--- src/rtl/pwm8_pkg.sv ---
package pwm8_pkg;

    // Control register layout, bit 0 at the bottom
    typedef struct packed {
        logic oe;   // bit 3
        logic inv;  // bit 2
        logic pwm;  // bit 1
        logic run;  // bit 0
    } ctrl_t;

    typedef enum logic [1:0] {
        ADDR_CTRL   = 2'd0,
        ADDR_CLKSEL = 2'd1,
        ADDR_CMP    = 2'd2,
        ADDR_RSVD   = 2'd3
    } reg_addr_e;

    // Low-bit mask whose all-ones state marks the last clock of a prescaler interval
    function automatic logic [31:0] div_mask(input int unsigned sel);
        return (32'd2 << sel) - 32'd1;
    endfunction

endpackage

--- src/rtl/pwm8_regs.sv ---
module pwm8_regs
    import pwm8_pkg::*;
#(
    parameter int DW    = 8,
    parameter int SEL_W = 3
) (
    input  logic             clk,
    input  logic             rst,
    input  logic             wr_en,
    input  logic [1:0]       wr_addr,
    input  logic [DW-1:0]    wr_data,
    output ctrl_t            ctrl_q,
    output logic [SEL_W-1:0] sel_q,
    output logic [DW-1:0]    cmp_buf_q
);

    localparam int CTRL_W = $bits(ctrl_t);

    always_ff @(posedge clk) begin
        if (rst) begin
            ctrl_q    <= '0;
            sel_q     <= '0;
            cmp_buf_q <= '0;
        end else if (wr_en) begin
            case (reg_addr_e'(wr_addr))
                ADDR_CTRL:   ctrl_q    <= ctrl_t'(wr_data[CTRL_W-1:0]);
                ADDR_CLKSEL: sel_q     <= wr_data[SEL_W-1:0];
                ADDR_CMP:    cmp_buf_q <= wr_data;
                default:     ;
            endcase
        end
    end

endmodule

--- src/rtl/pwm8_prescaler.sv ---
module pwm8_prescaler
    import pwm8_pkg::*;
#(
    parameter int SEL_W = 3
) (
    input  logic             clk,
    input  logic             rst,
    input  logic             run,
    input  logic [SEL_W-1:0] sel,
    output logic             tick
);

    localparam int PRE_W = 2 ** SEL_W;

    logic [PRE_W-1:0] div_q;
    logic [PRE_W-1:0] mask;

    always_comb begin
        mask = PRE_W'(div_mask(32'(sel)));
        tick = run && ((div_q & mask) == mask);
    end

    always_ff @(posedge clk) begin
        if (rst || !run) div_q <= '0;
        else             div_q <= div_q + PRE_W'(1);
    end

endmodule

--- src/rtl/pwm8_core.sv ---
module pwm8_core #(
    parameter int CNT_W = 8
) (
    input  logic             clk,
    input  logic             rst,
    input  logic             run,
    input  logic             tick,
    input  logic [CNT_W-1:0] cmp_buf,
    output logic [CNT_W-1:0] cnt_q,
    output logic [CNT_W-1:0] cmp_act_q,
    output logic             phase_on_q
);

    logic             at_top;
    logic [CNT_W-1:0] cnt_nxt;

    always_comb begin
        at_top  = (cnt_q == '1);
        cnt_nxt = cnt_q + CNT_W'(1);
    end

    always_ff @(posedge clk) begin
        if (rst) cmp_act_q <= '0;
        else if (run && tick && at_top) cmp_act_q <= cmp_buf;
    end

    always_ff @(posedge clk) begin
        if (rst || !run) begin
            cnt_q      <= '0;
            phase_on_q <= 1'b0;
        end else if (tick) begin
            cnt_q <= cnt_nxt;
            if (at_top)                    phase_on_q <= (cmp_buf != '0);
            else if (cnt_nxt == cmp_act_q) phase_on_q <= 1'b0;
        end
    end

endmodule

--- src/rtl/pwm8_timer.sv ---
module pwm8_timer
    import pwm8_pkg::*;
#(
    parameter int CNT_W = 8,
    parameter int SEL_W = 3
) (
    input  logic             clk,
    input  logic             rst,
    input  logic             wr_en,
    input  logic [1:0]       wr_addr,
    input  logic [CNT_W-1:0] wr_data,
    output logic             pwm_out
);

    ctrl_t            ctrl_q;
    logic [SEL_W-1:0] sel_q;
    logic [CNT_W-1:0] cmp_buf_q;
    logic             tick;
    logic [CNT_W-1:0] cnt_q;
    logic [CNT_W-1:0] cmp_act_q;
    logic             phase_on_q;
    logic             run_w;
    logic             inv_w;
    logic             oe_w;

    pwm8_regs #(.DW(CNT_W), .SEL_W(SEL_W)) i_regs (
        .clk(clk), .rst(rst), .wr_en(wr_en), .wr_addr(wr_addr), .wr_data(wr_data),
        .ctrl_q(ctrl_q), .sel_q(sel_q), .cmp_buf_q(cmp_buf_q)
    );

    pwm8_prescaler #(.SEL_W(SEL_W)) i_pre (
        .clk(clk), .rst(rst), .run(run_w), .sel(sel_q), .tick(tick)
    );

    pwm8_core #(.CNT_W(CNT_W)) i_core (
        .clk(clk), .rst(rst), .run(run_w), .tick(tick), .cmp_buf(cmp_buf_q),
        .cnt_q(cnt_q), .cmp_act_q(cmp_act_q), .phase_on_q(phase_on_q)
    );

    always_comb begin
        run_w   = ctrl_q.run;
        inv_w   = ctrl_q.inv;
        oe_w    = ctrl_q.oe;
        pwm_out = (phase_on_q && run_w && ctrl_q.pwm && oe_w) ^ inv_w;
    end

endmodule

--- config.mk ---
export PLATFORM = sky130hd
export DESIGN_NAME = pwm8_timer
export DESIGN_NICKNAME = d
export VERILOG_FILES = /design/src/rtl/pwm8_pkg.sv /design/src/rtl/pwm8_regs.sv /design/src/rtl/pwm8_prescaler.sv /design/src/rtl/pwm8_core.sv /design/src/rtl/pwm8_timer.sv
export SDC_FILE = /design/constraint.sdc
export NUM_CORES = 1
export LEC_CHECK = 0
export ABC_AREA = 1
export CORE_UTILIZATION = 35
export CTS_CLUSTER_DIAMETER = 30
export DETAILED_ROUTE_END_ITERATION = 8
export PLACE_DENSITY = 0.55
export SLEW_MARGIN = 20
export SYNTH_ARGS = -nofsm -noshare
export SYNTH_HDL_FRONTEND = slang
export SYNTH_HIERARCHICAL = 1
export SYNTH_SLANG_ARGS = --single-unit
--- constraint.sdc ---
create_clock -name clk -period 2 [get_ports clk]
set_input_delay 0.4 -clock clk [delete_from_list [all_inputs] [get_ports clk]]
set_output_delay 0.4 -clock clk [all_outputs]
set_load 0.02 [all_outputs]
; Yosys cells after proc, flatten, opt, wreduce, memory -nomap -nowiden
; Index checks and enable logic that the tools add are counted.
; W data, S select, Z words.
[op_classes]
add_sub_neg = 3
n_eq_ne = 5
shifts = 1
n_mux = 2
bitwise_logic = 2
reduce_logical = 15
[op_table]
columns = cell, n
row1 = $add A8 B1 Y8 const B, 2
row2 = $eq A8 B8 Y1, 2
row3 = $and A8 B8 Y8, 1
row4 = $eq A8 B8 Y1 const B, 1
row5 = $reduce_and A2 Y1, 4
row6 = $reduce_bool A8 Y1, 1
row7 = $shl A2 B3 Y8 const A, 1
row8 = $sub A8 B1 Y8 const B, 1
row9 = $logic_and A1 B1 Y1, 6
row10 = $eq A2 B1 Y1 const B, 1
row11 = $eq A2 B2 Y1 const B, 1
row12 = $logic_not A2 Y1, 1
row13 = $mux W1, 2
row14 = $reduce_bool A2 Y1, 1
row15 = $logic_not A1 Y1, 1
row16 = $logic_or A1 B1 Y1, 1
row17 = $xor A1 B1 Y1, 1
[word_totals]
reg_bits = 40
inputBits = 13

; Logic depth before layout (Yosys ltp)
; Gate-level depths: netlist (run 1).
[logic_depth]
word_depth = 7
ltp_mapped = 15
mapped_depth_nobuf = 14

; By module
; The synthesis (run 1) kept the hierarchy.
[modules_own_cells]
columns = mod, instances, cells_each, area_per_inst_um2, seq_area_each_um2
row1 = pwm8_core, 1, 146, 958.4, 340.3
row2 = pwm8_regs, 1, 99, 653.1, 300.3
row3 = pwm8_prescaler, 1, 79, 501.7, 160.2
row4 = pwm8_timer, 1, 7, 27.5, 0.0

; Worst setup path after synthesis (run 1)
; Ideal clock, no wire load.
[synth_timing]
path_kind = flip-flop to flip-flop
start = reg i_regs.sel_q[1]
end = reg i_core.cnt_q[5]
arrival_ps = 1846
setup_slack_ps = 38
path_stages_with_launch = 14
synth_period_minus_slack_ps = 1962
cell_sequence = dfxtp_1 -> nor2_2 -> nand2_1 -> ha_1 -> nor2_1 -> nor2_1 -> nand2_1 -> nor2_1 -> nand2_1 -> nor2_1 -> clkbuf_1 -> nand3_1 -> o211ai_1 -> inv_1
[synth_via]
elab_chain_cells = 5
[synth_rtl]
columns = item, line
row1 = "start, declared", pwm8_regs.sv:13  ; output logic [SEL_W-1:0] sel_q,
row2 = "start signal, assigned", pwm8_regs.sv:27  ; ADDR_CLKSEL: sel_q <= wr_data[SEL_W-1:0];
row3 = $shl A2 B3 Y8 (*), pwm8_pkg.sv:20  ; return (32'd2 << sel) - 32'd1;
row4 = $sub A8 B1 Y8 (*), pwm8_pkg.sv:20
row5 = $and A8 B8 Y8, pwm8_prescaler.sv:20  ; tick = run && ((div_q & mask) == mask);
row6 = $eq A8 B8 Y1 (*), pwm8_prescaler.sv:20
row7 = $logic_and A1 B1 Y1 (*), pwm8_prescaler.sv:20
row8 = net tick, pwm8_timer.sv:18  ; logic tick;
row9 = "end signal, assigned", pwm8_core.sv:32  ; cnt_q <= cnt_nxt;
row10 = "end, declared", pwm8_core.sv:9  ; output logic [CNT_W-1:0] cnt_q,
; The timed path passes the listed nets; every way through them passes the cells marked *.
; A chain may end at the register's enable or synchronous reset.

; Worst setup path after layout (run 1)
[layout_timing]
start = reg i_regs.sel_q[1]
end = reg i_core.cmp_act_q[0]
[layout_via]
elab_chain_cells = 7
[layout_rtl]
columns = item, line
row1 = $shl A2 B3 Y8 (*), pwm8_pkg.sv:20
row2 = $sub A8 B1 Y8 (*), pwm8_pkg.sv:20
row3 = $and A8 B8 Y8, pwm8_prescaler.sv:20
row4 = $eq A8 B8 Y1 (*), pwm8_prescaler.sv:20
row5 = $logic_and A1 B1 Y1 (*), pwm8_prescaler.sv:20
row6 = net tick, pwm8_timer.sv:18
row7 = $logic_and A1 B1 Y1 (*) (2 in a row), pwm8_core.sv:24  ; else if (run && tick && at_top) cmp_act_q <= cmp_buf;
row8 = "end signal, assigned", pwm8_core.sv:24
row9 = "end, declared", pwm8_core.sv:10  ; output logic [CNT_W-1:0] cmp_act_q,
; Marked as above.

==> results of run 1 <==
what timing repair did:
item | 4_1_cts | 5_1_grt
gates resized for setup | 0 | 15
endpoints found under the setup margin | 0 | 16
buffers inserted | 0 | 0
power by group through the flow:
| stage | sequential (mW) | combinational, mW | clock (mW) |
|---|---|---|---|
| floorplan | 0.843 | 0.0948 | 0 |
| global placement | 0.843 | 0.152 | 0 |
| detailed placement | 0.843 | 0.152 | 0 |
| CTS | 0.825 | 0.153 | 0.946 |
| global route | 0.829 | 0.176 | 0.985 |
| finish | 0.826 | 0.153 | 0.921 |
layer usage:
layer | vias to the layer above | share of wire, % | track usage (%)
met1 | 834 | 52 | 20.3
met3 | 9 | 2.8 | 3.41
met2 | 28 | 43 | 23.5
li1 | 1073 | - | -
met5 | - | 0 | 0
met4 | 0 | 2.7 | 7.50
cell families (layout without fill, tap and decap cells):
kind of cell    count (synthesis)  after routing  synth area share (%)
xor+xnor                        3              3                  1.23
fa+ha+maj                       3              3                  1.75
buf+inv                        61             84                  11.6
compound gates                 44             44                  11.2
simple gates                  180            180                  36.8
flops                          40             40                  37.4
flip-flops by register name (all words and copies together), names as in the netlist:
name and count:
i_pre/div_q 8, i_core/phase_on_q 1, i_core/cnt_q 8, i_regs/cmp_buf_q 8, i_regs/sel_q 3, i_regs/ctrl_q 4
i_core/cmp_act_q 8
layout by cell type (no fill, tap or decap), types with 3 or more instances in the layout:
| master | instances |
|---|---|
| nand2_1 | 84 |
| inv_1 | 52 |
| nor2_1 | 47 |
| dfxtp_1 | 38 |
| nand3_1 | 28 |
| a21oi_1 | 21 |
| clkdlybuf4s50_1 | 12 |
| o21ai_0 | 7 |
| buf_4 | 7 |
| o21ai_1 | 6 |
| nor2_2 | 6 |
| o21ai_2 | 6 |
| clkbuf_8 | 5 |
| bufinv_16 | 3 |
| nand2_2 | 3 |
| ha_1 | 3 |
| inv_2 | 3 |
worst paths after layout:
kind                                          start                   to  slack, ns  cells after the start
worst max-delay path                i_regs/sel_q[1]  i_core/cmp_act_q[0]       0.16                     14
worst min-delay path            i_core/cmp_act_q[0]  i_core/cmp_act_q[0]       0.47                      2
worst max register to register      i_regs/sel_q[1]  i_core/cmp_act_q[0]       0.16                     14
worst min register to register  i_core/cmp_act_q[0]  i_core/cmp_act_q[0]       0.47                      2
area by class of cell:
| class | instances | area, um2 |
|---|---|---|
| Clock inverter | 3 | 90.1 |
| Fill cell | 634 | 3350 |
| Sequential cell | 40 | 803 |
| Multi-Input combinational cell | 230 | 1110 |
| Clock buffer | 5 | 68.8 |
| Inverter | 56 | 213 |
| Tap cell | 75 | 93.8 |
| Timing Repair Buffer | 20 | 185 |
critical path: stages, from the launching register on:
cell and delay, ns:
dfxtp_2 0.35, nor2_2 0.11, nand2_1 0.06, ha_1 0.27
nor2_1 0.03, nor2_1 0.09, nand2_1 0.06, nor2_1 0.09
nand2_1 0.07, nor2_2 0.15, nand2_2 0.09, inv_4 0.08
nand2_8 0.09, o21ai_1 0.15, a21oi_1 0.05
==> reports/summary.txt, run 1 <==
Asr flop ratio synth: 0%
EDFF count, synth: 0
Rows: 28
Share of layout cells above drive strength 1: 11.3%
Fin worst setup slack: 0.155 ns
Synth area leader: dfxtp_1
Rel. slew slack: 69.4%
Die Ht: 80.2 um
Final Instance Area: 2570 um2
RSZ-0062 raised after global routing: yes
Initial antenna violation count: 0
WHS: 0.469 ns
Placer Congestion: 0.770
Overall routed net length: 4360 um
Final Hold Viols: 0
Max Root-Sink Buffers: 2
Setup TNS: 0 ns
# IOs: 14
Comb power frac: 8.1%
Synthesized Nets: 347
HP Class: register to register
Synthesized cell area: 2140 um2
Tcrit/Tclk final: 92.2%
Worst EP arrival: 2.04 ns
Psw: 0.394 mW
Internal Power: 1.51 mW
Setup CP Type: register to register
Core Area: 5920 um2
Top-count cell post-synth: nand2_1
Final std cells w/o fill: 429
Switching portion of total power: 20.7%
Clock network power share: 48.5%
Crit-path max FO: 16
Max-Cap Viols: 0
GRT Residual Overflow: 0
WP data required: 2.19 ns
Final Slew Violations: 0
Seq/Total Area, Yosys: 37.4%
Clk_skew: 0.00612 ns
Via count: 1,944
Synthesized area per cell: 6.47 um2
Flops & latches, synth: 40
Leak: 1.13 nW
Pre-CTS setup slack: 0.0821 ns
Post-Place Cells: 421
Cts hold-fix bufs: 0
DR pass1 iterations: 4
Max IR drop VDD: 0.000467 V
Status: complete, no violations
Detailed Route Iter0 Violations: 114
CTS Buf Count: 5
Clock-pin slew on the worst setup and hold paths: 0.08 ns
Die outline area: 6430 um2
Via/cell ratio: 4.53
Fin util: 43.4%
First-pass GRT wire length: 7650 um
Most frequent cells after synthesis: 84 x nand2_1, 52 x inv_1, 48 x nor2_1
H-tree levels: 2
Area contributors post-synth: dfxtp_1 37%, nand2_1 15%, inv_1 9.1%, nor2_1 8.4%, nand3_1 6.5%
Pin count of the biggest net entering global routing: 17
Cell Area, Placed: 2380 um2
Clk_lat worst skew: 0.30 ns
Fin nets: 369
Crit end category: register
Final HPWL DP: 3220 um
Final Power: 1.90 mW
Synth Warn #: 6
Slew @ Worst Pin: 0.458 ns
Top FF cell, synth: dfxtp_1
Starting Density: 36.2%
Sink Count: 40
Yosys cell types: 31
ANT nets after route: 0
Post-route DRC violation count: 0
Cells after synthesis: 331
Final setup violation count: 0
PD cells: 740 nW/um2
Critical Path Source Type: register
Post-synth top area share: 37.4%
CTS tree: yes
Number of global-route vias before repair: 1,718
Drt wl/cell: 10.2 um
Gr usage total: 15.4%
Area delta synth->final: 19.9%
Sequential power share: 43.5%
Fmax: 0.542 GHz
Port Buffers: 13
Period minus WS final: 1.84 ns
Antenna Diode Count: 0
CTS root buf: clkbuf_8
DIE WIDTH: 80.2 um
Power figures use the tool's default switching activity.
==> run 2, diff against run 1 <==
Settings changed: PLACE_DENSITY 0.55 to 0.53, SYNTH_HIERARCHICAL 1 to unset.
Clock period 2 ns to 1.85 ns, I/O delays scaled along.
==> run 2 against run 1 <==
Clock power shrank 23%. Utilization rose by 1.1 points. Power fell by 8.2%. Clock-buffer cell count is the same. Global-route usage up 0.40 points. Critical path type unchanged.
==> reports/summary.txt, run 2 <==
Pre-CTS setup slack: 0.0352 ns
PD cells: 713 nW/um2
Area delta synth->final: 23.1%
CTS tree: yes
Met3 WL: 139 um
Area contributors post-synth: dfxtp_1 40%, nand2_1 12%, nor2_1 6.4%, a21oi_1 6.3%, inv_1 5.5%
CTS Buf Count: 5
Largest family of logic cells by synthesized area: simple AND/OR/NAND/NOR gates
Starting Density: 36.1%
Synthesized Nets: 295
Tcrit/Tclk final: 97.0%
Fin util: 44.5%
Initial antenna violation count: 0
Rows: 27
Crit-path max FO: 6
Critical path depth: 14
EDFF count, synth: 0
Number of global-route vias before repair: 1,614
Min-delay src: i_regs.ctrl_q[1]
Placer Congestion: 0.753
WL met1: 2180 um
RSZ-0062 raised after global routing: yes
Top-count cell post-synth: nand2_1
Via count: 1,827
Synthesized cell area: 1990 um2
Sink Count: 40
Via/cell ratio: 4.80
Gr usage total: 15.8%
Final Slew Violations: 0
Compound-gate portion of the synthesized area: 15.8%
CTS root buf: clkbuf_8
Status: complete, no violations
Crit end category: register
Slew @ Worst Pin: 0.344 ns
Asr flop ratio synth: 0%
H-tree levels: 2
WP data required: 2.04 ns
Filler cells: 567
Setup CP Type: register to register
Fin nets: 324
Most common cell on crit path: nand2_1
Seq/Total Area, Yosys: 40.3%
Period minus WS final: 1.79 ns
Leak: 0.896 nW
Synthesized area per cell: 7.13 um2
Critical Path Source Type: register
Port Buffers: 13
Final Instance Area: 2450 um2
Worst EP arrival: 1.98 ns
Final HPWL DP: 3200 um
Antenna Diode Count: 0
Top FF cell, synth: dfxtp_1
Largest stage delay, worst path: 0.33 ns
Cts hold-fix bufs: 0
Final Power: 1.75 mW
Worst Hold Depth: 2
Clk_lat worst skew: 0.29 ns
Post-route DRC violation count: 0
Uppermost routed layer: met4
Hold Path End: i_regs.ctrl_q[1]
Clk_skew: 0.00943 ns
Worst R2R End: i_core.phase_on_q
CP top delay family: simple AND/OR/NAND/NOR gates
DIE WIDTH: 77.4 um
Synth Warn #: 0
Yosys cell types: 30
Overall routed net length: 4350 um
Clock-pin slew on the worst setup and hold paths: 0.08 ns
ANT nets after route: 0
Final std cells w/o fill: 381
Fmax: 0.558 GHz
Final setup violation count: 0
Multiplexer share of the synthesized area: 0%
Post-synth top area share: 40.3%
Crit-path cells: nor2_2, nand2_1, ha_1, nor2_1, nor2_1, nand2_1, nor2_1, nand2_1, nor2_4, buf_12, buf_6, nand4_1, nand2_1, a21oi_1
Reg2reg start: i_regs.sel_q[1]
Die outline area: 5990 um2
Crit path buffers/inverters: 2
CP max-delay cell: dfxtp_2
Cells after synthesis: 279
Post-Synth Simple-Gate Area: 31.7%
Adder-cell share of the synthesized area: 1.89%
Most frequent cells after synthesis: 63 x nand2_1, 40 x dfxtp_1, 34 x nor2_1
Die Ht: 77.4 um
Rel. slew slack: 77.0%
Commonest non-fill, non-tap cell in the layout: nand2_1
# IOs: 14
Detailed Route Iter0 Violations: 104
HP Class: register to register
Final Hold Viols: 0
Post-Place Cells: 369
First-pass GRT wire length: 7370 um
Share of layout cells above drive strength 1: 15.5%
Cell Area, Placed: 2260 um2
Fin worst setup slack: 0.0563 ns
GRT Residual Overflow: 0
Synth Area in XOR/XNOR: 2.20%
Drt wl/cell: 11.4 um
Commonest non-fill, non-tap cells in the layout: 63 x nand2_1, 39 x dfxtp_1, 32 x nor2_1, 28 x inv_1, 23 x a21oi_1
Max IR drop VDD: 0.000288 V
Flop-to-flop setup slack: 0.06 ns
Pin count of the biggest net entering global routing: 24
Core Area: 5510 um2
Met2 routed WL: 1950 um
R2R cell count: 14
DR pass1 iterations: 4
Flops & latches, synth: 40
Synth area leader: dfxtp_1
Max Root-Sink Buffers: 2
Max-Cap Viols: 0
==> run 2: timing repair <==
action                     4_1_cts  5_1_grt
setup endpoints to repair        1       17
pin swaps                        0        3
buffers inserted                 0        3
gates resized for setup          1       16
gates cloned                     0        1
==> run 2: per-layer routing <==
metal	vias up	track usage, %
met1	801	19.9
met4	0	7.74
met3	6	3.53
li1	992	-
met2	28	25.3
met5	-	0
==> run 2: worst max path at each step <==
stage / startpoint / to / slack [ns]
detailed placement: i_regs.sel_q[1] / i_core.phase_on_q / 0.04
finish: i_regs.sel_q[1] / i_core.phase_on_q / 0.06
global route: i_regs.sel_q[1] / i_core.phase_on_q / -0.13
global placement: i_regs.sel_q[1] / i_core.phase_on_q / 0.06
floorplan: i_regs.sel_q[1] / i_core.cmp_act_q[6] / 0.07
CTS: i_regs.sel_q[1] / i_core.phase_on_q / 0.02
==> run 2: kinds of logic after synthesis <==
| group | Yosys count |
|---|---|
| flops | 40 |
| fa+ha+maj | 3 |
| compound gates | 50 |
| xor+xnor | 5 |
| simple gates | 142 |
| buf+inv | 39 |
==> run 2: worst register-to-register path: cells and delay by family, from the launching register on <==
family | cells | cell delay, ns
AND/OR/NAND/NOR | 10 | 0.80
flip-flops | 1 | 0.33
adder cells (fa/ha/maj) | 1 | 0.28
buffers and inverters | 2 | 0.23
AO/OA/AOI/OAI | 1 | 0.05
==> run 2: area by class of cell <==
type	count	area, um2	area share, %
sequential	40	802	32.7
clock inverter	3	42.5	1.74
tap	72	90.1	3.68
timing repair buffer	30	274	11.2
inverter	31	116	4.75
multi-input combinational	200	1060	43.1
clock buffer	5	68.8	2.81
==> run 2: per-stage QoR <==
stage | TNS, ns | hold slack [ns]
after floorplan | 0 | 0.430
after global placement | 0 | 0.455
after detailed placement | 0 | 0.458
after CTS | 0 | 0.468
after global routing | -1.40 | 0.491
final | 0 | 0.468
==> run 2: report_power, final <==
part	internal (mW)	total, mW	switching (mW)	leakage, nW
clock	0.399	0.710	0.311	0.0541
sequential	0.874	0.884	0.0104	0.324
combinational	0.0699	0.151	0.0815	0.518
total	1.34	1.75	0.403	0.896
